$ cat src/rtl/rxq_pkg.sv
package rxq_pkg;
  localparam int ADDR_W  = 32;
  localparam int PTR_W   = 12;
  localparam int SIZE_W  = 13;
  localparam int OFS_W   = 7;
  localparam int BYTE_W  = 8;
  localparam int EOT_BIT = 28;
  localparam int DESC_B  = 8;

  typedef enum logic [3:0] {
    ST_OFF, ST_WAIT, ST_RD0, ST_RW0, ST_RD1, ST_RW1,
    ST_DATA, ST_WRQ, ST_WRW, ST_HALT
  } fsm_e;

  localparam logic [3:0] SC_DIS  = 4'd0;
  localparam logic [3:0] SC_ACT  = 4'd1;
  localparam logic [3:0] SC_IDLE = 4'd2;

  localparam logic [3:0] EC_NONE = 4'd0;
  localparam logic [3:0] EC_DPE  = 4'd1;
  localparam logic [3:0] EC_OVF  = 4'd2;
  localparam logic [3:0] EC_BWR  = 4'd3;
  localparam logic [3:0] EC_BDR  = 4'd4;
endpackage

$ cat src/rtl/rxq_regs.sv
module rxq_regs #(
  parameter int AW = 32,
  parameter int PW = 12,
  parameter int OW = 7
) (
  input  logic           clk_i,
  input  logic           rst_ni,
  input  logic           we_i,
  input  logic [1:0]     addr_i,
  input  logic [31:0]    wdata_i,
  input  logic [31:0]    status_i,
  output logic [31:0]    rdata_o,
  output logic           en_o,
  output logic           pio_o,
  output logic [OW-1:0]  ofs_o,
  output logic [AW-PW-1:0] base_o,
  output logic [PW-1:0]  last_o
);
  localparam int CW = OW + 2;

  logic [CW-1:0]    ctrl_q;
  logic [AW-PW-1:0] base_q;
  logic [PW-1:0]    last_q;

  always_ff @(posedge clk_i or negedge rst_ni) begin
    if (!rst_ni) begin
      ctrl_q <= '0;
      base_q <= '0;
      last_q <= '0;
    end else if (we_i) begin
      unique case (addr_i)
        2'd0: ctrl_q <= wdata_i[CW-1:0];
        2'd1: base_q <= wdata_i[AW-1:PW];
        2'd2: last_q <= wdata_i[PW-1:0];
        default: ;
      endcase
    end
  end

  always_comb begin
    unique case (addr_i)
      2'd0: rdata_o = 32'(ctrl_q);
      2'd1: rdata_o = {base_q, {PW{1'b0}}};
      2'd2: rdata_o = 32'(last_q);
      default: rdata_o = status_i;
    endcase
  end

  assign en_o   = ctrl_q[0];
  assign ofs_o  = ctrl_q[OW:1];
  assign pio_o  = ctrl_q[OW+1];
  assign base_o = base_q;
  assign last_o = last_q;
endmodule

$ cat src/rtl/rxq_engine.sv
module rxq_engine
  import rxq_pkg::*;
#(
  parameter int AW = ADDR_W,
  parameter int PW = PTR_W,
  parameter int SW = SIZE_W,
  parameter int OW = OFS_W,
  parameter int BW = BYTE_W
) (
  input  logic             clk_i,
  input  logic             rst_ni,
  input  logic             en_i,
  input  logic             pio_i,
  input  logic [OW-1:0]    ofs_i,
  input  logic [AW-PW-1:0] base_i,
  input  logic [PW-1:0]    last_i,
  input  logic             in_valid_i,
  input  logic [BW-1:0]    in_data_i,
  input  logic             in_last_i,
  input  logic             in_ovf_i,
  output logic             in_ready_o,
  output logic             mem_req_o,
  output logic             mem_we_o,
  output logic [AW-1:0]    mem_addr_o,
  output logic [BW-1:0]    mem_wdata_o,
  input  logic             mem_rvalid_i,
  input  logic [31:0]      mem_rdata_i,
  input  logic             mem_err_i,
  output logic             irq_o,
  output logic [PW-1:0]    cd_o,
  output logic [PW-1:0]    ad_o,
  output logic [3:0]       state_o,
  output logic [3:0]       err_o
);
  fsm_e            st_q;
  logic [PW-1:0]   cd_q, ad_q;
  logic [3:0]      err_q;
  logic [SW-1:0]   size_q, woff_q;
  logic            eot_q, first_q, last_q, irq_q;
  logic [AW-1:0]   baddr_q;
  logic [BW-1:0]   byte_q;

  logic stalled, bad_desc, buf_full;
  logic [SW-1:0] woff_nx;

  assign stalled  = (cd_q == last_i);
  assign woff_nx  = woff_q + SW'(1);
  assign buf_full = (woff_nx == size_q);
  assign bad_desc = (size_q == '0) || (first_q && (SW'(ofs_i) >= size_q));

  always_ff @(posedge clk_i or negedge rst_ni) begin
    if (!rst_ni) begin
      st_q    <= ST_OFF;
      cd_q    <= '0;
      ad_q    <= '0;
      err_q   <= EC_NONE;
      size_q  <= '0;
      woff_q  <= '0;
      eot_q   <= 1'b0;
      first_q <= 1'b1;
      last_q  <= 1'b0;
      irq_q   <= 1'b0;
      baddr_q <= '0;
      byte_q  <= '0;
    end else begin
      irq_q <= 1'b0;
      unique case (st_q)
        ST_OFF: if (en_i) begin
          cd_q    <= '0;
          ad_q    <= '0;
          err_q   <= EC_NONE;
          first_q <= 1'b1;
          st_q    <= ST_WAIT;
        end
        ST_HALT: if (!en_i) st_q <= ST_OFF;
        ST_WAIT: begin
          if (!en_i) st_q <= ST_OFF;
          else if (!pio_i && in_valid_i) begin
            if (!stalled) st_q <= ST_RD0;
            else if (in_ovf_i) begin
              err_q <= EC_OVF;
              st_q  <= ST_HALT;
            end
          end
        end
        ST_RD0: st_q <= ST_RW0;
        ST_RW0: if (mem_rvalid_i) begin
          if (mem_err_i) begin
            err_q <= EC_BDR;
            st_q  <= ST_HALT;
          end else begin
            size_q <= mem_rdata_i[SW-1:0];
            eot_q  <= mem_rdata_i[EOT_BIT];
            st_q   <= ST_RD1;
          end
        end
        ST_RD1: st_q <= ST_RW1;
        ST_RW1: if (mem_rvalid_i) begin
          if (mem_err_i) begin
            err_q <= EC_BDR;
            st_q  <= ST_HALT;
          end else if (bad_desc) begin
            err_q <= EC_DPE;
            st_q  <= ST_HALT;
          end else begin
            baddr_q <= mem_rdata_i[AW-1:0];
            woff_q  <= first_q ? SW'(ofs_i) : '0;
            ad_q    <= cd_q;
            cd_q    <= eot_q ? '0 : cd_q + PW'(DESC_B);
            st_q    <= ST_DATA;
          end
        end
        ST_DATA: begin
          if (!en_i) st_q <= ST_OFF;
          else if (in_valid_i && !pio_i) begin
            byte_q <= in_data_i;
            last_q <= in_last_i;
            st_q   <= ST_WRQ;
          end
        end
        ST_WRQ: st_q <= ST_WRW;
        ST_WRW: if (mem_rvalid_i) begin
          if (mem_err_i) begin
            err_q <= EC_BWR;
            st_q  <= ST_HALT;
          end else begin
            woff_q  <= woff_nx;
            first_q <= last_q;
            irq_q   <= last_q;
            st_q    <= (last_q || buf_full) ? ST_WAIT : ST_DATA;
          end
        end
        default: st_q <= ST_OFF;
      endcase
    end
  end

  always_comb begin
    unique case (st_q)
      ST_OFF, ST_HALT: state_o = SC_DIS;
      ST_WAIT:         state_o = SC_IDLE;
      default:         state_o = SC_ACT;
    endcase
  end

  assign in_ready_o  = (st_q == ST_DATA) && !pio_i;
  assign mem_req_o   = (st_q == ST_RD0) || (st_q == ST_RD1) || (st_q == ST_WRQ);
  assign mem_we_o    = (st_q == ST_WRQ);
  assign mem_wdata_o = byte_q;
  assign mem_addr_o  = (st_q == ST_WRQ) ? baddr_q + AW'(woff_q)
                     : (st_q == ST_RD1) ? {base_i, cd_q[PW-1:3], 3'b100}
                     : {base_i, cd_q};
  assign irq_o = irq_q;
  assign cd_o  = cd_q;
  assign ad_o  = ad_q;
  assign err_o = err_q;

  a_r2_single_req: assert property (@(posedge clk_i) disable iff (!rst_ni)
    mem_req_o |=> !mem_req_o);
  a_r11_irq_pulse: assert property (@(posedge clk_i) disable iff (!rst_ni)
    irq_o |=> !irq_o);
  a_r5_state_code: assert property (@(posedge clk_i) disable iff (!rst_ni)
    state_o <= SC_IDLE);
  a_r3_in_buffer: assert property (@(posedge clk_i) disable iff (!rst_ni)
    (mem_req_o && mem_we_o) |-> (woff_q < size_q));
  a_r6_no_fetch_at_ptr: assert property (@(posedge clk_i) disable iff (!rst_ni)
    (st_q == ST_WAIT && stalled) |=> !mem_req_o);
  a_r7_pio_no_write: assert property (@(posedge clk_i) disable iff (!rst_ni)
    (pio_i && $past(pio_i)) |-> !(mem_req_o && mem_we_o));
  a_r8_halt_quiet: assert property (@(posedge clk_i) disable iff (!rst_ni)
    (err_q != EC_NONE) |-> (!mem_req_o && !in_ready_o));
endmodule

$ cat src/rtl/rxq_dma.sv
module rxq_dma
  import rxq_pkg::*;
(
  input  logic        clk_i,
  input  logic        rst_ni,
  input  logic        reg_we_i,
  input  logic [1:0]  reg_addr_i,
  input  logic [31:0] reg_wdata_i,
  output logic [31:0] reg_rdata_o,
  input  logic        in_valid_i,
  input  logic [7:0]  in_data_i,
  input  logic        in_last_i,
  input  logic        in_ovf_i,
  output logic        in_ready_o,
  output logic        mem_req_o,
  output logic        mem_we_o,
  output logic [31:0] mem_addr_o,
  output logic [7:0]  mem_wdata_o,
  input  logic        mem_rvalid_i,
  input  logic [31:0] mem_rdata_i,
  input  logic        mem_err_i,
  output logic        irq_o
);
  logic                  en, pio;
  logic [OFS_W-1:0]      ofs;
  logic [ADDR_W-PTR_W-1:0] base;
  logic [PTR_W-1:0]      last_ptr, cd, ad;
  logic [3:0]            state, err;
  logic [31:0]           status;

  assign status = {ad, err, state, cd};

  rxq_regs #(.AW(ADDR_W), .PW(PTR_W), .OW(OFS_W)) u_regs (
    .clk_i, .rst_ni,
    .we_i(reg_we_i), .addr_i(reg_addr_i), .wdata_i(reg_wdata_i),
    .status_i(status), .rdata_o(reg_rdata_o),
    .en_o(en), .pio_o(pio), .ofs_o(ofs), .base_o(base), .last_o(last_ptr)
  );

  rxq_engine #(.AW(ADDR_W), .PW(PTR_W), .SW(SIZE_W), .OW(OFS_W), .BW(BYTE_W)) u_eng (
    .clk_i, .rst_ni,
    .en_i(en), .pio_i(pio), .ofs_i(ofs), .base_i(base), .last_i(last_ptr),
    .in_valid_i, .in_data_i, .in_last_i, .in_ovf_i, .in_ready_o,
    .mem_req_o, .mem_we_o, .mem_addr_o, .mem_wdata_o,
    .mem_rvalid_i, .mem_rdata_i, .mem_err_i,
    .irq_o, .cd_o(cd), .ad_o(ad), .state_o(state), .err_o(err)
  );
endmodule

$ cat config.mk
export PLATFORM = sky130hd
export DESIGN_NAME = rxq_dma
export DESIGN_NICKNAME = d
export VERILOG_FILES = /design/src/rtl/rxq_pkg.sv /design/src/rtl/rxq_regs.sv /design/src/rtl/rxq_engine.sv /design/src/rtl/rxq_dma.sv
export SDC_FILE = /design/constraint.sdc
export NUM_CORES = 1
export LEC_CHECK = 0
export BUFFER_PORTS_ARGS = -buffer_cell sky130_fd_sc_hd__buf_2
export CORE_MARGIN = 2
export CORE_UTILIZATION = 26
export CTS_CLUSTER_SIZE = 30
export DETAILED_ROUTE_END_ITERATION = 6
export PLACE_DENSITY = 0.53
export SYNTH_ARGS = -nofsm -noshare
export SYNTH_HDL_FRONTEND = slang
export SYNTH_HIERARCHICAL = 1
export SYNTH_SLANG_ARGS = --single-unit
$ cat constraint.sdc
create_clock -name clk_i -period 2.7 [get_ports clk_i]
set_clock_uncertainty 0.1 [all_clocks]
set_input_delay 0.27 -clock clk_i [delete_from_list [all_inputs] [get_ports clk_i]]
set_output_delay 0.27 -clock clk_i [all_outputs]
set_load 0.01 [all_outputs]
# --- Yosys cells after proc, flatten, opt, wreduce, memory -nomap -nowiden ---
# Cells that the tools add are included.
op_classes:
  addsub: 3
  n_lt_le_gt_ge: 1
  n_eq_ne: 31
  reduce_logical: 27
  muxes: 58
  bitwise_logic: 2
op_table:
  columns: ["cell", "n"]
  rows:
  - ["$mux W4", 27]
  - ["$mux W12", 8]
  - ["$pmux W32 S3", 1]
  - ["$mux W13", 5]
  - ["$pmux W12 S2", 2]
  - ["$pmux W4 S10", 1]
  - ["$add A32 B13 Y32", 1]
  - ["$mux W32", 1]
  - ["$pmux W13 S2", 1]
  - ["$ne A2 B2 Y1 const B", 12]
  - ["$pmux W4 S5", 1]
  - ["$eq A4 B3 Y1 const B", 4]
  - ["$add A13 B1 Y13 const B", 1]
  - ["$eq A13 B13 Y1", 1]
  - ["$ge A7 B13 Y1", 1]
  - ["$logic_not A13 Y1", 1]
  - ["$add A12 B4 Y12 const B", 1]
  - ["$eq A12 B12 Y1", 1]
  - ["$reduce_and A12 Y1", 1]
  - ["$ne A3 B2 Y1 const B", 3]
  - ["$eq A4 B2 Y1 const B", 2]
  - ["$eq A4 B4 Y1 const B", 2]
  - ["$reduce_and A4 Y1", 2]
  - ["$reduce_and A8 Y1", 1]
  - ["23 further kinds", 41]
word_totals:
  register_bits: 143
  out_inout_bits: 76
  wordCells: 137
  in_bits: 82

# --- Depth between registers and ports, before layout ---
# Gate-level depths: netlist of run 1.
depth:
  ltp_word: 7
  mapped_depth: 11
  depth_no_buf: 11

# --- Cells and area by module ---
# The synthesis of run 1 kept the hierarchy.
by_module_without_submodules:
  columns: ["mod", "n_inst", "seq_area_each_um2", "area_per_inst_um2", "cells_each"]
  rows:
  - ["rxq_engine", 1, 2378.5, 6431.2, 720]
  - ["rxq_regs", 1, 1026.0, 2331.0, 162]

# --- Least setup slack after synthesis of run 1 ---
# OpenSTA, ideal clock, no wires.
synth_path:
  path_type: "register -> output"
  startpoint: "register u_eng.woff_q[0]"
  endpoint: "output mem_addr_o[14]"
  t_required_ps: 2330
  arrival_time_ps: 2651
  path_slack_ps: -321
  stages_incl_launch_ff: 12
  path_buffers: 0
  path_cell_list: "dfrtp_1 > ha_1 > inv_1 > fa_1 > nand2b_1 > a21oi_1 > o21a_1 > o21ai_1 > a2111oi_4 > o21ai_0 > xor2_1 > o21ai_0"
synth_via:
  elab_chain_len: 2
synth_lines:
  columns: ["element", "line_no", "text"]
  rows:
  - ["from (decl)", "rxq_engine.sv:38", "logic [SW-1:0] size_q, woff_q;"]
  - ["from (signal assigned)", "rxq_engine.sv:107", "woff_q <= first_q ? SW'(ofs_i) : '0;"]
  - ["from (signal assigned)", "rxq_engine.sv:127", "woff_q <= woff_nx;"]
  - ["$add A32 B13 Y32", "rxq_engine.sv:150", "assign mem_addr_o = (st_q == ST_WRQ) ? baddr_q + AW'(woff_q)"]
  - ["$mux W32", "rxq_engine.sv:150", null]
  - ["to (decl)", "rxq_dma.sv:17", "output logic [31:0] mem_addr_o,"]
# Every way passes these cells.

# --- Final worst setup path of run 1 ---
layout_path:
  startpoint: "register u_eng.woff_q[0]"
  endpoint: "output mem_addr_o[30]"
# The elaborated chain is that of the path after synthesis.

==> results of run 1 <==
-- worst reg2reg max path, stage by stage, from the launching register on --
cell	delay [ps]
dfrtp_1	410
buf_6	140
ha_4	240
xor2_2	140
a211oi_2	170
o211ai_1	130
nor4_2	320
o2111ai_2	250
o211ai_1	320
a31oi_1	130
a21o_1	160
-- how the worst min path moves through the flow --
stage	startpoint	to	slack, ps
floorplan	rst_ni	u_eng/ad_o[10]	-130
global placement	rst_ni	u_regs/base_o[13]	200
detailed placement	rst_ni	u_regs/base_o[13]	200
CTS	mem_rdata_i[0]	u_eng/size_q[0]	4
global route	reg_wdata_i[5]	u_regs/last_o[5]	10
finish	reg_wdata_i[5]	u_regs/last_o[5]	30
-- state kept, by name (all words and copies together), names as in the netlist --
register	count
u_eng/baddr_q	32
u_regs/base_o	20
u_eng/size_q	13
u_eng/woff_q	13
u_regs/last_o	12
u_eng/ad_o	9
u_eng/cd_o	9
u_regs/ctrl_q	9
u_eng/mem_wdata_o	8
u_eng/st_q	4
u_eng/err_o	3
u_eng/eot_q	1
u_eng/first_q	1
u_eng/irq_o	1
u_eng/last_q	1
-- what timing repair did --
action,in CTS,in global routing
setup buffers,3,7
setup endpoints to repair,29,68
resized for setup,24,27
cloned,1,1
hold buffers,71,1
hold endpoints to repair,137,1
pin swaps,14,22
-- final cells by class --
cell class / instances / area, µm² / area share
clock inverters: 13 / 125 / 0.0102
clock buffers: 19 / 433 / 0.0354
inverters: 25 / 93.8 / 0.00768
well taps: 448 / 561 / 0.0458
flip-flops and latches: 136 / 3410 / 0.279
multi-input cells: 674 / 5250 / 0.429
repair buffers: 331 / 2360 / 0.193
-- per-stage QoR --
step	hold slack (ps)	std cells	utilization	worst slack, ps
2_1_floorplan	-126	890	-	-227
4_1_cts	3.55	1638	0.361	-724
5_1_grt	10.4	1646	0.366	-801
6_report	29.8	1646	0.366	-651
3_5_place_dp	199	1532	0.318	-272
3_3_place_gp	203	1532	0.318	-257
-- routing by layer --
metal | up-vias | part of all wire
li1 | 3733 | -
met1 | 3872 | 0.47
met2 | 213 | 0.47
met3 | 22 | 0.047
met4 | 0 | 0.011
met5 | - | 0
-- power breakdown --
group | internal (mW) | switching [mW] | total [mW]
clock | 1.28 | 0.979 | 2.26
combinational | 2.48 | 2.59 | 5.08
sequential | 2.63 | 0.659 | 3.29
total | 6.39 | 4.23 | 10.6
-- cells in the mapped netlist (11+ instances only) --
master and count:
xor2_1 20, mux2_4 36, and3_1 13, nor2_1 42, clkbuf_1 21, nand3_1 24
mux2_2 64, dfrtp_1 135, nand2b_1 11, nor2b_1 27, buf_4 14, mux2i_1 27
nor3_1 20, o21ai_0 83, xnor2_1 34, nand2_1 90, a21oi_1 35, ha_1 22
inv_1 25, buf_2 12
-- kinds of logic after synthesis --
family / after synthesis
AO/OA/AOI/OAI: 196
XOR/XNOR: 54
adder cells (fa/ha/maj): 23
buffers and inverters: 81
flip-flops: 136
multiplexers: 128
other: 1
AND/OR/NAND/NOR: 263
==> impl_metrics.csv, run 1 <==
group,metric,value,unit
detailed_routing,routed_wl,29600,µm
timing,setup_viol,27,
critical_path,cp.arrival,2980,ps
timing,grt_setup_unrepaired,"yes",
outcome,outcome,"finished with violations",
timing,slew_viol_final,0,
synth,synth_compound_area_frac,0.144,
layout,final_common_cell,"buf_2",
layout,n_antenna_cell,0,
power,ir_drop,568,µV
critical_path,cp_slowest_stage_delay,350,ps
placement,placed_area,0.0106,mm²
critical_path,worst_setup_path_end_kind,"output pin",
floorplanning,io-pin-count,158,
floorplanning,rows,67,
critical_path,rr_worst_depth,10,
synth,ys_ff_latch,136,
timing,finalSetupTns,-13240,ps
floorplanning,initial_core_util,0.263,
clocking,htree_levels,4,
synth,async_flop_share,1.00,
grt,grt_pass1_wl,45800,µm
critical_path,path_depth,13,
synth,yosys.area_share.simple,0.155,
critical_path,required,2330,ps
placement,gp_congestion,0.887,
layout,fillers,3435,
clocking,cts.sinks,136,
synth,syn_area,0.00876,mm²
clocking,cts_tree,"yes",
detailed_routing,wl_per_cell,18.0,µm
power,power.total,10.6,mW
placement,dp_hpwl,22000,µm
detailed_routing,vias,7840,
timing,fmax,0.298,GHz
placement,port_buffers,157,
detailed_routing,drt_iter0_drc,402,
synth,synth_edf_count,0,
layout,final_cell_mix,"buf_2 (155), dfrtp_1 (133), buf_4 (94)",
outcome,violations,"negative setup slack",
detailed_routing,vias_per_cell,4.76,
synth,yosysWarnings,6,
critical_path,cpLargestDelayFamily,"compound AO/OA/AOI/OAI gates",
grt,grt_antenna_before_repair,0,
critical_path,r2r_setup_slack,80,ps
timing,slew_headroom,0.592,
critical_path,cp_common_cell,"o21ai_2",
detailed_routing,firstDrtPassIters,5,
synth,synth-xor-area-share,0.0540,
synth,yosys.area.top_type,"dfrtp_1",
critical_path,worstReg2RegStart,"u_eng/woff_q[1]",
critical_path,cp_slowest_cell,"dfrtp_1",
synth,ys.flop_type,"dfrtp_1",
clocking,cts_max_path_buffers,2,
synth,synth_top_family_by_area,"multiplexers",
layout,area_growth,39.5,%
power,power_density,869,mW/mm²
critical_path,crit_end,"mem_addr_o[30]",
detailed_routing,post-route-drc-count,0,
synth,synth.area.mux_share,0.176,
grt,use_met3,0.0371,
synth,synth.area.top_cells,"dfrtp_1 (39%), mux2_2 (8.2%), mux2_4 (6.2%)",
timing,post-route-worst-setup-slack,-651,ps
critical_path,worst_r2r_endpoint,"u_eng/st_q[1]",
layout,nets,1290,
clocking,cts.reportedPaths.clkPinSlew,60,ps
grt,grt.overflow.total,0,
critical_path,startpoint,"u_eng/woff_q[0]",
floorplanning,die_x,188,µm
timing,hold_viol,0,
grt,grt_usage,0.168,
hold_path,hp-class,"in -> reg",
detailed_routing,ant_nets,0,
grt,grt_start_max_net_pins,58,
grt,busiest_layer,"met2",
critical_path,cp_max_fo,5,
layout,final_cell_area,0.0122,mm²
floorplanning,die-area,0.0352,mm²
grt,use_met2,0.267,
synth,yosysTopAreaCellShare,0.386,
critical_path,crit_chain,"ha_2 > inv_2 > fa_2 > nand2b_4 > a21oi_4 > o21a_1 > o21ai_2 > a2111oi_4 > buf_6 > o211ai_1 > xor2_1 > o21ai_2 > buf_2",
synth,syn-mean-instance-area,9.93,µm²
critical_path,worst-path-buf-inv,3,
clocking,cts_made_buffers,17,
synth,synth-seq-area-share,0.389,
run,max-cap-violations,0,
timing,worstMarginPinSlew,610,ps
synth,netlist_instances,882,
hold_path,min_path_cells,2,
critical_path,critPathKind,"reg -> out",
grt,grt_pass1_vias,8012,
grt,grt_use_met1,0.235,
critical_path,critPathLaunchType,"register",
floorplanning,die_y,188,µm
synth,synth_adder_area_share,0.0337,
timing,fin_crit_sh,1.24,
power,power_leakage,5.68,nW
clocking,cts-root-buf,"clkbuf_16",
layout,drive_gt1_frac,0.383,
floorplanning,core_area,0.0334,mm²
timing,period_minus_slack,3350,ps
clocking,worst_skew_pair.late_latency,430,ps
synth,synth.distinct_cells,72,
No activity file was read; power rests on OpenSTA's default activity.
==> run 2, diff against run 1 <==
--- a/config.mk
+++ b/config.mk
@@ -6,11 +6,12 @@
 export NUM_CORES = 1
 export LEC_CHECK = 0
 export BUFFER_PORTS_ARGS = -buffer_cell sky130_fd_sc_hd__buf_2
+export CAP_MARGIN = 40
 export CORE_MARGIN = 2
 export CORE_UTILIZATION = 26
-export CTS_CLUSTER_SIZE = 30
+export CTS_CLUSTER_SIZE = 10
 export DETAILED_ROUTE_END_ITERATION = 6
-export PLACE_DENSITY = 0.53
+export PLACE_DENSITY = 0.51
 export SYNTH_ARGS = -nofsm -noshare
 export SYNTH_HDL_FRONTEND = slang
 export SYNTH_HIERARCHICAL = 1
==> constraint.sdc (replaced) <==
create_clock -name clk_i -period 4.33 [get_ports clk_i]
set_clock_uncertainty 0.1 [all_clocks]
set_input_delay 0.433 -clock clk_i [delete_from_list [all_inputs] [get_ports clk_i]]
set_output_delay 0.433 -clock clk_i [all_outputs]
set_load 0.01 [all_outputs]
==> impl_metrics.csv, run 2 (synthesis gave the netlist of run 1 again) <==
group,metric,value,unit
floorplanning,die-area,0.0352,mm²
grt,grt_start_max_net_pins,61,
detailed_routing,drt_iter0_drc,514,
timing,setup_viol,0,
critical_path,cp_max_fo,10,
timing,worstMarginPinSlew,849,ps
power,power_density,562,mW/mm²
timing,hold_viol,0,
critical_path,cp_slowest_stage_delay,460,ps
placement,port_buffers,157,
timing,period_minus_slack,3900,ps
grt,grt_antenna_before_repair,5,
floorplanning,die_y,188,µm
run,max-cap-violations,0,
floorplanning,core_area,0.0334,mm²
timing,fmax,0.256,GHz
detailed_routing,ant_nets,0,
clocking,htree_levels,4,
critical_path,cp_slowest_cell,"dfrtp_1",
power,power_leakage,4.86,nW
critical_path,worst-path-buf-inv,3,
layout,fin_cells,1488,
layout,fillers,3555,
timing,finalSetupTns,0,ps
floorplanning,io-pin-count,158,
grt,grt.overflow.total,0,
critical_path,critPathKind,"reg -> out",
timing,slew_viol_final,0,
detailed_routing,post-route-drc-count,0,
critical_path,worst_setup_path_end_kind,"output pin",
grt,grt_usage,0.156,
critical_path,cp_common_cell,"o21ai_1",
detailed_routing,vias,7078,
placement,dp_hpwl,20800,µm
hold_path,hp-class,"in -> reg",
layout,nets,1128,
critical_path,crit_chain,"ha_1 > inv_1 > fa_1 > nand2b_1 > a21oi_1 > o21a_1 > o21ai_1 > a2111oi_4 > buf_4 > o2111ai_1 > xor2_1 > o21ai_1 > buf_2",
clocking,cts.reportedPaths.clkPinSlew,60,ps
floorplanning,die_x,188,µm
clocking,cts_made_buffers,17,
timing,post-route-worst-setup-slack,429,ps
layout,area_growth,20.3,%
clocking,cts_max_path_buffers,2,
timing,grt_setup_unrepaired,"no",
clocking,cts.sinks,136,
detailed_routing,firstDrtPassIters,5,
detailed_routing,routed_wl,27300,µm
critical_path,cp.arrival,3370,ps
floorplanning,rows,67,
power,power.total,5.92,mW
layout,largest_reg_flops,32,
timing,slew_headroom,0.431,
outcome,outcome,"finished clean",
detailed_routing,vias_per_cell,4.76,
grt,grt_pass1_wl,42200,µm
layout,top_register,"u_eng/baddr_q",
power,ir_drop,322,µV
critical_path,cpLargestDelayFamily,"compound AO/OA/AOI/OAI gates",
critical_path,critPathLaunchType,"register",
clocking,worst_skew_pair.late_latency,430,ps
floorplanning,initial_core_util,0.263,
layout,final_common_cell,"buf_2",
placement,place_ws,763,ps
placement,gp_congestion,0.887,
placement,dpl.cell_count,1449,
detailed_routing,wl_per_cell,18.4,µm
critical_path,required,3800,ps
clocking,cts-root-buf,"clkbuf_16",
clocking,cts_tree,"yes",
clocking,cts-resized-gates,0,
timing,fin_crit_sh,0.901,
layout,drive_gt1_frac,0.315,
layout,final_cell_mix,"buf_2 (156), dfrtp_1 (135), nand2_1 (90)",
grt,grt_pass1_vias,6915,
==> run 2: cell types whose count changed in the layout (fill, tap and decap cells not counted), moves of 5 or more <==
cell	change
diode_2	+5
nor2_2	-5
nor2_1	+5
buf_12	-5
o21ai_2	-13
buf_4	-83
o21ai_0	+17
dlygate4sd3_1	-71
ha_1	+5
==> run 2: path summary, 6_finish.rpt <==
check                           startpoint                end  slack, ps  cells after the start
setup / recovery           u_eng/woff_q[0]     mem_addr_o[26]        430                     13
max in group asynchronous           rst_ni   u_eng/baddr_q[5]       2700                      4
hold / removal             reg_wdata_i[12]   u_regs/base_o[0]        130                      2
min in group asynchronous           rst_ni  u_regs/base_o[14]        400                      2
setup reg to reg           u_eng/size_q[6]      u_eng/cd_o[6]       1200                      9
hold reg to reg             u_eng/ad_o[10]     u_eng/ad_o[10]        380                      2
==> run 2: power by group <==
group | internal [mW] | total [mW] | switching (mW)
clock network | 0.866 | 1.47 | 0.603
logic | 1.07 | 2.29 | 1.21
registers | 1.64 | 2.17 | 0.531
==> run 2: repair_timing <==
item                                    4_1_cts  5_1_grt
hold buffers                                  1        0
hold endpoints to repair                     41        0
endpoints found under the setup margin        0        2
buffers inserted                              0        2
==> run 2: through the flow <==
step	area (µm²)	util	hold WS, ps
final	10500	0.316	126
after floorplan	8790	-	37.4
after global routing	10500	0.316	112
after detailed placement	9920	0.297	291
after global placement	9890	0.296	363
after CTS	10500	0.315	103
==> run 2: cell type report <==
cell class	count	area, µm²	area share
Multi-Input combinational cell	673	4970	0.472
Sequential cell	136	3400	0.323
Timing Repair Buffer	170	912	0.0865
Tap cell	448	561	0.0532
Clock buffer	18	439	0.0417
Clock inverter	13	145	0.0138
Inverter	25	93.8	0.00890
Antenna cell	5	12.5	0.00119
==> run 2: per-layer routing <==
metal	GRT usage	up-vias	routed length, µm
li1	-	3411	-
met1	0.220	3453	12900
met2	0.239	186	12400
met3	0.0343	26	1460
met4	0.0463	2	499
met5	0	-	13
==> run 2: worst register-to-register path, stage by stage (launching register included) <==
cell     delay (ps)
dfrtp_1         410
inv_1            90
ha_1            290
a21o_1          170
a22oi_1         140
o21a_1          190
a21o_1          240
nand4_2         620
or2_2           610
o21ai_0         190
